$ cat config.mk
export PLATFORM = sky130hd
export DESIGN_NAME = dma_chain_walker
export DESIGN_NICKNAME = d
export VERILOG_FILES = /design/src/rtl/dma_chain_walker_pkg.sv /design/src/rtl/dma_chain_walker_ctrl.sv /design/src/rtl/dma_chain_walker_dp.sv /design/src/rtl/dma_chain_walker.sv
export SDC_FILE = /design/constraint.sdc
export NUM_CORES = 1
export LEC_CHECK = 0
export ABC_AREA = 0
export BUFFER_PORTS_ARGS = -buffer_cell sky130_fd_sc_hd__buf_2
export CAP_MARGIN = 20
export CORE_UTILIZATION = 56
export CTS_BUF_LIST = sky130_fd_sc_hd__clkbuf_16
export CTS_CLUSTER_SIZE = 28
export DETAILED_ROUTE_END_ITERATION = 10
export PLACE_DENSITY = 0.85
export SETUP_SLACK_MARGIN = 0.5
export SLEW_MARGIN = 20
export SYNTH_ARGS = -nofsm -noshare
export SYNTH_HDL_FRONTEND = slang
export SYNTH_SLANG_ARGS = --single-unit
$ cat constraint.sdc
create_clock -name clk -period 3.66 [get_ports clk]
set_input_delay 0 -clock clk [delete_from_list [all_inputs] [get_ports clk]]
set_output_delay 0 -clock clk [all_outputs]
set_load 0.1 [all_outputs]
$ cat src/rtl/dma_chain_walker_pkg.sv
package dma_chain_walker_pkg;

  typedef struct packed {
    logic loadStart;
    logic linkNode;
    logic capHeader;
    logic rdHdr;
    logic rdPay;
    logic capWord;
    logic popWord;
    logic finish;
    logic setLoop;
  } walk_ctl_t;

  typedef struct packed {
    logic endAddr;
    logic limitHit;
    logic hdrLenZero;
    logic lastWord;
  } walk_sts_t;

  typedef enum logic [2:0] {
    ST_IDLE, ST_CHECK, ST_HREQ, ST_HCAP, ST_PREQ, ST_PCAP, ST_PSEND, ST_FINISH
  } walk_state_e;

endpackage

$ cat src/rtl/dma_chain_walker_ctrl.sv
module dma_chain_walker_ctrl
  import dma_chain_walker_pkg::*;
(
  input  logic      clk,
  input  logic      rstN,
  input  logic      startValid,
  input  logic      sinkReady,
  input  walk_sts_t sts,
  output walk_ctl_t ctl,
  output logic      busy,
  output logic      done,
  output logic      sinkValid
);

  walk_state_e state, stateNext;

  always_ff @(posedge clk or negedge rstN) begin
    if (!rstN) state <= ST_IDLE;
    else       state <= stateNext;
  end

  always_comb begin
    ctl       = '0;
    stateNext = state;
    case (state)
      ST_IDLE: begin
        if (startValid) begin
          ctl.loadStart = 1'b1;
          stateNext     = ST_CHECK;
        end
      end
      ST_CHECK: begin
        // the end marker takes priority over the packet-count limit
        if (sts.endAddr) begin
          ctl.finish = 1'b1;
          stateNext  = ST_FINISH;
        end else if (sts.limitHit) begin
          ctl.finish  = 1'b1;
          ctl.setLoop = 1'b1;
          stateNext   = ST_FINISH;
        end else begin
          ctl.linkNode = 1'b1;
          stateNext    = ST_HREQ;
        end
      end
      ST_HREQ: begin
        ctl.rdHdr = 1'b1;
        stateNext = ST_HCAP;
      end
      ST_HCAP: begin
        ctl.capHeader = 1'b1;
        stateNext     = sts.hdrLenZero ? ST_CHECK : ST_PREQ;
      end
      ST_PREQ: begin
        ctl.rdPay = 1'b1;
        stateNext = ST_PCAP;
      end
      ST_PCAP: begin
        ctl.capWord = 1'b1;
        stateNext   = ST_PSEND;
      end
      ST_PSEND: begin
        if (sinkReady) begin
          ctl.popWord = 1'b1;
          stateNext   = sts.lastWord ? ST_CHECK : ST_PREQ;
        end
      end
      ST_FINISH: stateNext = ST_IDLE;
      default:   stateNext = ST_IDLE;
    endcase
  end

  assign busy      = (state != ST_IDLE);
  assign done      = (state == ST_FINISH);
  assign sinkValid = (state == ST_PSEND);

endmodule

$ cat src/rtl/dma_chain_walker_dp.sv
module dma_chain_walker_dp
  import dma_chain_walker_pkg::*;
#(
  parameter int ADDR_W     = 24,
  parameter int BYTE_AW    = 21,
  parameter int DATA_W     = 32,
  parameter int LEN_W      = 8,
  parameter int EST_W      = 32,
  parameter int NODE_LIMIT = 8192,
  parameter int NODE_COST  = 10,
  parameter int PAY_COST   = 5,
  localparam int WORD_AW   = BYTE_AW - 2,
  localparam int CNT_W     = $clog2(NODE_LIMIT + 1)
) (
  input  logic               clk,
  input  logic               rstN,
  input  walk_ctl_t          ctl,
  input  logic [DATA_W-1:0]  startAddr,
  input  logic [DATA_W-1:0]  memRdData,
  output walk_sts_t          sts,
  output logic               memRdEn,
  output logic [WORD_AW-1:0] memRdAddr,
  output logic [DATA_W-1:0]  sinkData,
  output logic               loopErr,
  output logic [ADDR_W-1:0]  stopAddr,
  output logic [EST_W-1:0]   cycleEst,
  output logic [DATA_W-1:0]  startAddrOut
);

  logic [ADDR_W-1:0]  nextAddr, curAddr;
  logic [WORD_AW-1:0] rdPtr;
  logic [LEN_W-1:0]   remain;
  logic [CNT_W-1:0]   nodeCount;
  logic [LEN_W-1:0]   hdrLen;
  logic [EST_W-1:0]   nodeCost;

  assign hdrLen   = memRdData[DATA_W-1 -: LEN_W];
  assign nodeCost = (hdrLen == '0) ? EST_W'(NODE_COST)
                                   : EST_W'(NODE_COST + PAY_COST) + EST_W'(hdrLen);

  always_ff @(posedge clk or negedge rstN) begin
    if (!rstN) begin
      nextAddr     <= '0;
      curAddr      <= '0;
      rdPtr        <= '0;
      remain       <= '0;
      nodeCount    <= '0;
      sinkData     <= '0;
      loopErr      <= 1'b0;
      stopAddr     <= '0;
      cycleEst     <= '0;
      startAddrOut <= '0;
    end else begin
      if (ctl.loadStart) begin
        nextAddr     <= startAddr[ADDR_W-1:0];
        cycleEst     <= '0;
        nodeCount    <= '0;
        startAddrOut <= startAddr;
        loopErr      <= 1'b0;
      end
      if (ctl.linkNode) curAddr <= nextAddr;
      if (ctl.capHeader) begin
        nextAddr  <= memRdData[ADDR_W-1:0];
        remain    <= hdrLen;
        rdPtr     <= curAddr[BYTE_AW-1:2] + WORD_AW'(1);
        cycleEst  <= cycleEst + nodeCost;
        nodeCount <= nodeCount + CNT_W'(1);
      end
      if (ctl.capWord) sinkData <= memRdData;
      if (ctl.popWord) begin
        remain <= remain - LEN_W'(1);
        rdPtr  <= rdPtr + WORD_AW'(1);
      end
      if (ctl.finish)  stopAddr <= nextAddr;
      if (ctl.setLoop) loopErr  <= 1'b1;
    end
  end

  assign memRdEn       = ctl.rdHdr | ctl.rdPay;
  assign memRdAddr     = ctl.rdHdr ? curAddr[BYTE_AW-1:2] : rdPtr;
  assign sts.endAddr    = nextAddr[ADDR_W-1];
  assign sts.limitHit   = (nodeCount == CNT_W'(NODE_LIMIT));
  assign sts.hdrLenZero = (hdrLen == '0);
  assign sts.lastWord   = (remain == LEN_W'(1));

endmodule

$ cat src/rtl/dma_chain_walker.sv
module dma_chain_walker
  import dma_chain_walker_pkg::*;
#(
  parameter int NODE_LIMIT = 8192,
  parameter int EST_W      = 32
) (
  input  logic        clk,
  input  logic        rstN,
  input  logic        startValid,
  input  logic [31:0] startAddr,
  output logic        memRdEn,
  output logic [18:0] memRdAddr,
  input  logic [31:0] memRdData,
  output logic        sinkValid,
  input  logic        sinkReady,
  output logic [31:0] sinkData,
  output logic        busy,
  output logic        done,
  output logic        loopErr,
  output logic [23:0] stopAddr,
  output logic [31:0] cycleEst,
  output logic [31:0] startAddrOut
);

  walk_ctl_t ctl;
  walk_sts_t sts;
  logic [EST_W-1:0] estInt;

  dma_chain_walker_ctrl ctrl_i (
    .clk(clk), .rstN(rstN), .startValid(startValid), .sinkReady(sinkReady),
    .sts(sts), .ctl(ctl), .busy(busy), .done(done), .sinkValid(sinkValid)
  );

  dma_chain_walker_dp #(
    .ADDR_W(24), .BYTE_AW(21), .DATA_W(32), .LEN_W(8), .EST_W(EST_W),
    .NODE_LIMIT(NODE_LIMIT), .NODE_COST(10), .PAY_COST(5)
  ) dp_i (
    .clk(clk), .rstN(rstN), .ctl(ctl), .startAddr(startAddr),
    .memRdData(memRdData), .sts(sts), .memRdEn(memRdEn), .memRdAddr(memRdAddr),
    .sinkData(sinkData), .loopErr(loopErr), .stopAddr(stopAddr),
    .cycleEst(estInt), .startAddrOut(startAddrOut)
  );

  assign cycleEst = 32'(estInt);

endmodule

==> metrics.md, run 1 <==
| Metric | Value |
|---|---|
| Compound-Gate Fraction of Synth Area | 0.122 |
| Hold Path End | dp_i.cycleEst[0]$_DFFE_PN0P_ |
| Syn-to-layout area delta | 24.6% |
| Sequential fraction of the synthesis area | 0.489 |
| Worst r2r dst | dp_i.rdPtr[10]$_DFFE_PN0P_ |
| Vias/cell | 6.22 |
| Reg clk slew, reported paths | 60 ps |
| Share of cells above drive strength 1 | 0.278 |
| Setup TNS | 0 ps |
| Routed WL per cell | 19.9 um |
| Mapped Cells | 1,057 |
| Setup slack, reg-to-reg | 660 ps |
| RePlAce Congestion | 0.913 |
| Final slew viol count | 0 |
| Fraction of registers with async set or reset after synthesis | 1.00 |
| Violated checks | design-rule violations |
| Post-synth EDFFs | 0 |
| Hold path cells | 5 |
| Hold path startpoint | memRdData[24] |
| Crit path cell chain | and4b_4 > mux2_2 > ha_1 > inv_1 > or4_4 > a22oi_1 > mux2_2 > a21oi_1 |
| Mean post-synth cell area | 10.1 um2 |
| Fin util | 0.712 |
| Relative slew slack | 0.354 |
| Final number of setup-violating endpoints | 0 |
| Htree depth | 1 |
| # IOs | 212 |
| Final HPWL DP | 19,200 um |
| Drt total wl | 31,500 um |
| DR DRC count | 1 |
| Worst Tran Pin Value | 965 ps |
| Status | complete, but fails checks |
| Critical-path top delay cell | or4_4 |
| Port bufs | 211 |
| Area of the die | 19,600 um2 |
| Fin crit share | 0.821 |
| Adder-Cell Fraction of Synth Area | 0.0207 |
| GRT Total Usage | 0.324 |
| First-pass DRT Iterations | 8 |
| TritonCTS clock tree | yes |
| Nets | 1,411 |
| Worst hold margin | 156 ps |
| Most common cell on crit path | mux2_2 |
| Largest net degree at the start of global routing | 116 |
| CP Launch Point | ctrl_i.state[0]$_DFFE_PN0P_ |
| XOR/XNOR Fraction of Synth Area | 0.0115 |
| Antenna Violating Nets Remaining | 0 |
| Post-synth top area share | 0.489 |
| Critical Path Max Stage Delay | 580 ps |
| WP depth | 8 |
| Critical path class | reg -> reg |
| Starting Density | 0.571 |
| Die height | 140 um |
| Critical Path RT | 4080 ps |
| Synthesized Nets | 1,142 |
| Fin. Hold Viols | 0 |
| Max-Cap Viols | 0 |
| RSZ-0062 raised after global routing | no |
| Worst skew pair latency | 500 ps |
| Vias in the first global route | 9,930 |
| Combinational family with the most area after synthesis | simple AND/OR/NAND/NOR gates |
| Via Count | 9,805 |
| YS warnings | 0 |
| CP max FO | 12 |
| Main synth FF type | dfrtp_1 |
| First-pass GRT wire length | 50,700 um |
| Clock Skews | 14.7 ps |
| Pre-CTS setup slack | 72.1 ps |
| PnR worst setup slack | 656 ps |
| Synth top area cells | dfrtp_1, nand2_1, mux2_2 |
| Post-synthesis mux area share | 0.126 |
| Crit path DAT | 3420 ps |
| Type of the most critical hold path | in -> reg |
| CP bufs+invs | 1 |
| Initial antenna violation count | 1 |
| Area leader, netlist | dfrtp_1 |
| Worst Reg-to-Reg Cells | 8 |
| Most frequent cells in the layout | nand2_1, buf_2, dfrtp_1 |
| Cell family with most CP delay | simple AND/OR/NAND/NOR gates |
| Grt ovf | 0 |
| Startpoint Class | flop |
| Worst R2R Start | ctrl_i.state[0]$_DFFE_PN0P_ |
| Root buffer cell | clkbuf_16 |
| CTS Buffer Depth | 3 |
| Clk sinks | 208 |
| Drt first-iter violations | 826 |
| Core ar. | 18,600 um2 |
| Yosys reg bits | 208 |
| # rows | 50 |
| Die X | 140 um |
| Mapped Area | 10,600 um2 |
| Unique masters post-synth | 72 |
| Max Clock Freq | 333 MHz |
| Num CTS Buffers | 22 |
| Most common cell after layout, fill and taps aside | nand2_1 |
| Min Tclk post-route | 3000 ps |
| Post-Synth Simple-Gate Area | 0.191 |
| Worst setup EP type | flop |
## area by class of cell
class	count	area, um2
antenna	1	2.50
clock buffer	23	576
clock inverter	17	125
fill	1239	5380
inverter	23	86.3
multi-input combinational	767	5040
sequential	208	5210
tap	234	293
timing repair buffer	304	1940
## synthesized netlist by cell type, types with 4 or more instances
library cell	count
nand2_1	229
dfrtp_1	208
mux2_2	60
nor2_1	53
nand3_1	49
o21ai_0	48
a21oi_1	33
mux2_4	28
mux2i_1	25
clkbuf_1	24
inv_1	23
nor3_1	23
buf_2	20
and3_1	16
ha_1	16
nand4_1	16
a22oi_1	15
o31ai_1	10
nor3b_1	9
xnor2_1	9
a211oi_1	8
buf_1	8
nor4_1	8
o211ai_1	8
o311ai_0	8
a311oi_1	6
o41ai_1	6
nor4b_1	5
xor2_1	5
a22o_1	4
a31oi_1	4
buf_6	4
o221ai_1	4
## cell families after synthesis
logic type,count (synthesis)
muxes,113
adders and majority gates,17
buffers and inverters,82
AOI/OAI and AO/OA,189
and+or+nand+nor,434
xor gates and xnor gates,14
DFF,208
## tightest hold or removal path: stages
cell	delay [ps]
buf_2	110
nor2_1	80
ha_1	290
nand2_1	50
o21ai_0	80
## registers in the layout, indices dropped and copies added (netlist names)
signal	cells
dp_i.nextAddr	24
dp_i.cycleEst	32
dp_i.rdPtr	19
dp_i.curAddr	19
ctrl_i.state	3
dp_i.sinkData	32
dp_i.nodeCount	14
dp_i.stopAddr	24
dp_i.startAddrOut	32
dp_i.loopErr	1
dp_i.remain	8
## routing by layer
layer | global-route usage | vias to the layer above | part of all wire
li1 | - | 4338 | -
met1 | 0.414 | 4832 | 0.39
met2 | 0.541 | 533 | 0.49
met3 | 0.0619 | 102 | 0.082
met4 | 0.136 | 0 | 0.035
met5 | 0 | - | 0
## stage by stage
stage / cells / cell area (um2)
finish: 1577 / 13300
global route: 1577 / 13300
CTS: 1572 / 13200
detailed placement: 1461 / 11800
global placement: 1461 / 11800
floorplan: 1057 / 10600
## worst max path at each step
stage | endpoint | slack [ps]
after floorplan | memRdAddr[10] | 590
after global placement | dp_i.cycleEst[20]$_DFFE_PN0P_ | 220
after detailed placement | dp_i.cycleEst[22]$_DFFE_PN0P_ | 70
after CTS | dp_i.rdPtr[10]$_DFFE_PN0P_ | 530
after global routing | dp_i.rdPtr[10]$_DFFE_PN0P_ | 510
final | dp_i.rdPtr[10]$_DFFE_PN0P_ | 660
## repair_timing
item                                    4_1_cts  5_1_grt
endpoints found under the setup margin        0        5
hold buffers                                 71        0
endpoints found under the hold margin       213        0
setup buffers                                 0        3
gates resized for setup                       0        1
Power of run 1 is not shown: default switching activity piles up to over one toggle a cycle in this logic, so the estimate is an artifact.
==> run 2, diff against run 1 <==
- CORE_UTILIZATION: 56 -> 50
- PLACE_DENSITY: 0.85 -> 0.8
- clock period: 3.66 -> 2.75 ns (I/O delays scaled with it)
==> run 2 against run 1 <==
Effect of this change:
- the run now ends clean
- maximum frequency grew 22%
- worst setup slack lost 370 ps
- critical endpoint unchanged
- die area grew 12%
- highest routed layer unchanged
- critical path depth grew 1
- critical path type unchanged
- cell count grew 6.2%
- first-iteration DRC count grew 24%
- sequential cell count is the same
- via count grew 1.7%
==> metrics.md, run 2 (synthesized netlist as in run 1, its figures left out) <==
| Metric | Value |
|---|---|
| Port bufs | 211 (unchanged) |
| Antenna Violating Nets Remaining | 0 (unchanged) |
| RePlAce Congestion | 0.899 (was 0.913) |
| Syn-to-layout area delta | 36.1% (was 24.6%) |
| Design area | 14,500 um2 (was 13,300 um2) |
| Cell family with most CP delay | simple AND/OR/NAND/NOR gates (unchanged) |
| Min Tclk post-route | 2470 ps (was 3000 ps) |
| DR DRC count | 0 (was 1) |
| Drt first-iter violations | 1,022 (was 826) |
| First-pass DRT Iterations | 5 (was 8) |
| Max-Cap Viols | 0 (unchanged) |
| Critical Path Max Stage Delay | 460 ps (was 580 ps) |
| Clock Skews | 10.9 ps (was 14.7 ps) |
| Die X | 148 um (was 140 um) |
| Worst skew pair latency | 510 ps (was 500 ps) |
| Critical-path top delay cell | or3_4 (was or4_4) |
| Vias in the first global route | 9,503 (was 9,930) |
| Most common cell on crit path | mux2_4 (was mux2_2) |
| Fin. Hold Viols | 0 (unchanged) |
| Most common cell after layout, fill and taps aside | nand2_1 (unchanged) |
| Fin crit share | 0.896 (was 0.821) |
| Core ar. | 21,000 um2 (was 18,600 um2) |
| Placed cell areas | 12,200 um2 (was 11,800 um2) |
| Crit path cell chain | and4b_4 > mux2_4 > ha_4 > buf_6 > nand3_2 > or3_4 > a22oi_2 > mux2_4 > a21oi_2 (was and4b_4 > mux2_2 > ha_1 > inv_1 > or4_4 > a22oi_1 > mux2_2 > a21oi_1) |
| Biggest regs | dp_i.cycleEst (32), dp_i.sinkData (32), dp_i.startAddrOut (32) (unchanged) |
| Final HPWL DP | 18,900 um (was 19,200 um) |
| Grt ovf | 0 (unchanged) |
| Drt total wl | 32,200 um (was 31,500 um) |
| Routed WL per cell | 19.3 um (was 19.9 um) |
| CTS Buffer Depth | 3 (unchanged) |
| Die height | 148 um (was 140 um) |
| Starting Density | 0.508 (was 0.571) |
| Reg clk slew, reported paths | 60 ps (about the same) |
| Max Clock Freq | 406 MHz (was 333 MHz) |
| Most frequent cells in the layout | nand2_1, dfrtp_1, buf_2 (was nand2_1, buf_2, dfrtp_1) |
| Relative slew slack | 0.389 (was 0.354) |
| Vias/cell | 5.96 (was 6.22) |
| Critical Path RT | 3180 ps (was 4080 ps) |
| GRT Total Usage | 0.274 (was 0.324) |
| Largest net degree at the start of global routing | 66 (was 116) |
| Htree depth | 1 (unchanged) |
| Worst Tran Pin Value | 916 ps (was 965 ps) |
| # IOs | 212 (unchanged) |
| Clk sinks | 208 (unchanged) |
| CP bufs+invs | 1 (unchanged) |
| ANT cells | 0 (was 1) |
| TritonCTS clock tree | yes (unchanged) |
| Via Count | 9,975 (was 9,805) |
| Final number of setup-violating endpoints | 0 (unchanged) |
| Share of cells above drive strength 1 | 0.354 (was 0.278) |
| Final slew viol count | 0 (unchanged) |
| RSZ-0062 raised after global routing | yes (was no) |
| Initial antenna violation count | 0 (was 1) |
| Status | finished clean (was complete, but fails checks) |
| Nets | 1,470 (was 1,411) |
| Num CTS Buffers | 23 (was 22) |
| Crit path DAT | 2900 ps (was 3420 ps) |
| Startpoint Class | flop (unchanged) |
| Root buffer cell | clkbuf_16 (unchanged) |
| Type of the most critical hold path | in -> async (was in -> reg) |
| Critical path class | reg -> reg (unchanged) |
| First-pass GRT wire length | 48,600 um (was 50,700 um) |
| # rows | 53 (was 50) |
| Area of the die | 21,900 um2 (was 19,600 um2) |
| Worst setup EP type | flop (unchanged) |
| CP max FO | 5 (was 12) |
## run 2: repair_timing
item                                    4_1_cts  5_1_grt
pin swaps                                     9       28
gates cloned                                  0        6
endpoints found under the hold margin       263        0
endpoints found under the setup margin       79      100
buffers inserted                              6       32
resized for setup                            20      108
hold buffers                                 69        0
## run 2: layout make-up
type / count / area [um2]
multi-input cells: 767 / 5440
clock buffers: 23 / 576
well taps: 275 / 344
clock inverters: 17 / 80.1
flip-flops and latches: 208 / 5210
repair buffers: 362 / 2750
fillers: 1430 / 6460
inverters: 23 / 96.3
## run 2: final timing paths
kind | endpoint | slack [ps] | cells after the start | start
max in group asynchronous | dp_i.sinkData[11]$_DFFE_PN0N_ | 1790 | 3 | rstN
worst min-delay path | dp_i.cycleEst[17]$_DFFE_PN0P_ | 20 | 2 | rstN
min in group clk | dp_i.cycleEst[0]$_DFFE_PN0P_ | 110 | 6 | memRdData[24]
worst min register to register | dp_i.nextAddr[0]$_DFFE_PN0P_ | 460 | 2 | dp_i.nextAddr[0]$_DFFE_PN0P_
worst max register to register | dp_i.rdPtr[10]$_DFFE_PN0P_ | 280 | 9 | ctrl_i.state[0]$_DFFE_PN0P_
worst max-delay path | dp_i.rdPtr[10]$_DFFE_PN0P_ | 280 | 9 | ctrl_i.state[0]$_DFFE_PN0P_
## run 2: stage by stage
stage	util	setup slack, ps	std cells	hold WS (ps)	setup TNS [ps]
after floorplan	-	244	1057	-296	0
after global placement	0.583	15.1	1522	-0.731	0
after detailed placement	0.583	-57.5	1522	-7.48	-172
after CTS	0.653	327	1637	34.4	0
after global routing	0.692	214	1675	58.9	0
final	0.692	285	1675	15.3	0
## run 2: layer usage
metal  wire, um  global-route usage  up-vias
met5          0                   0        -
met3       2470              0.0512       95
li1           -                   -     4452
met4       1040              0.0969        0
met2      15700               0.452      469
met1      13000               0.363     4959
## run 2: worst reg2reg max path: stages, from the launching register on
cell	delay, ps
dfrtp_1	370
and4b_4	370
mux2_4	190
ha_4	150
buf_6	110
nand3_2	70
or3_4	460
a22oi_2	250
mux2_4	330
a21oi_2	110
Power of run 2 is left out for the same reason.
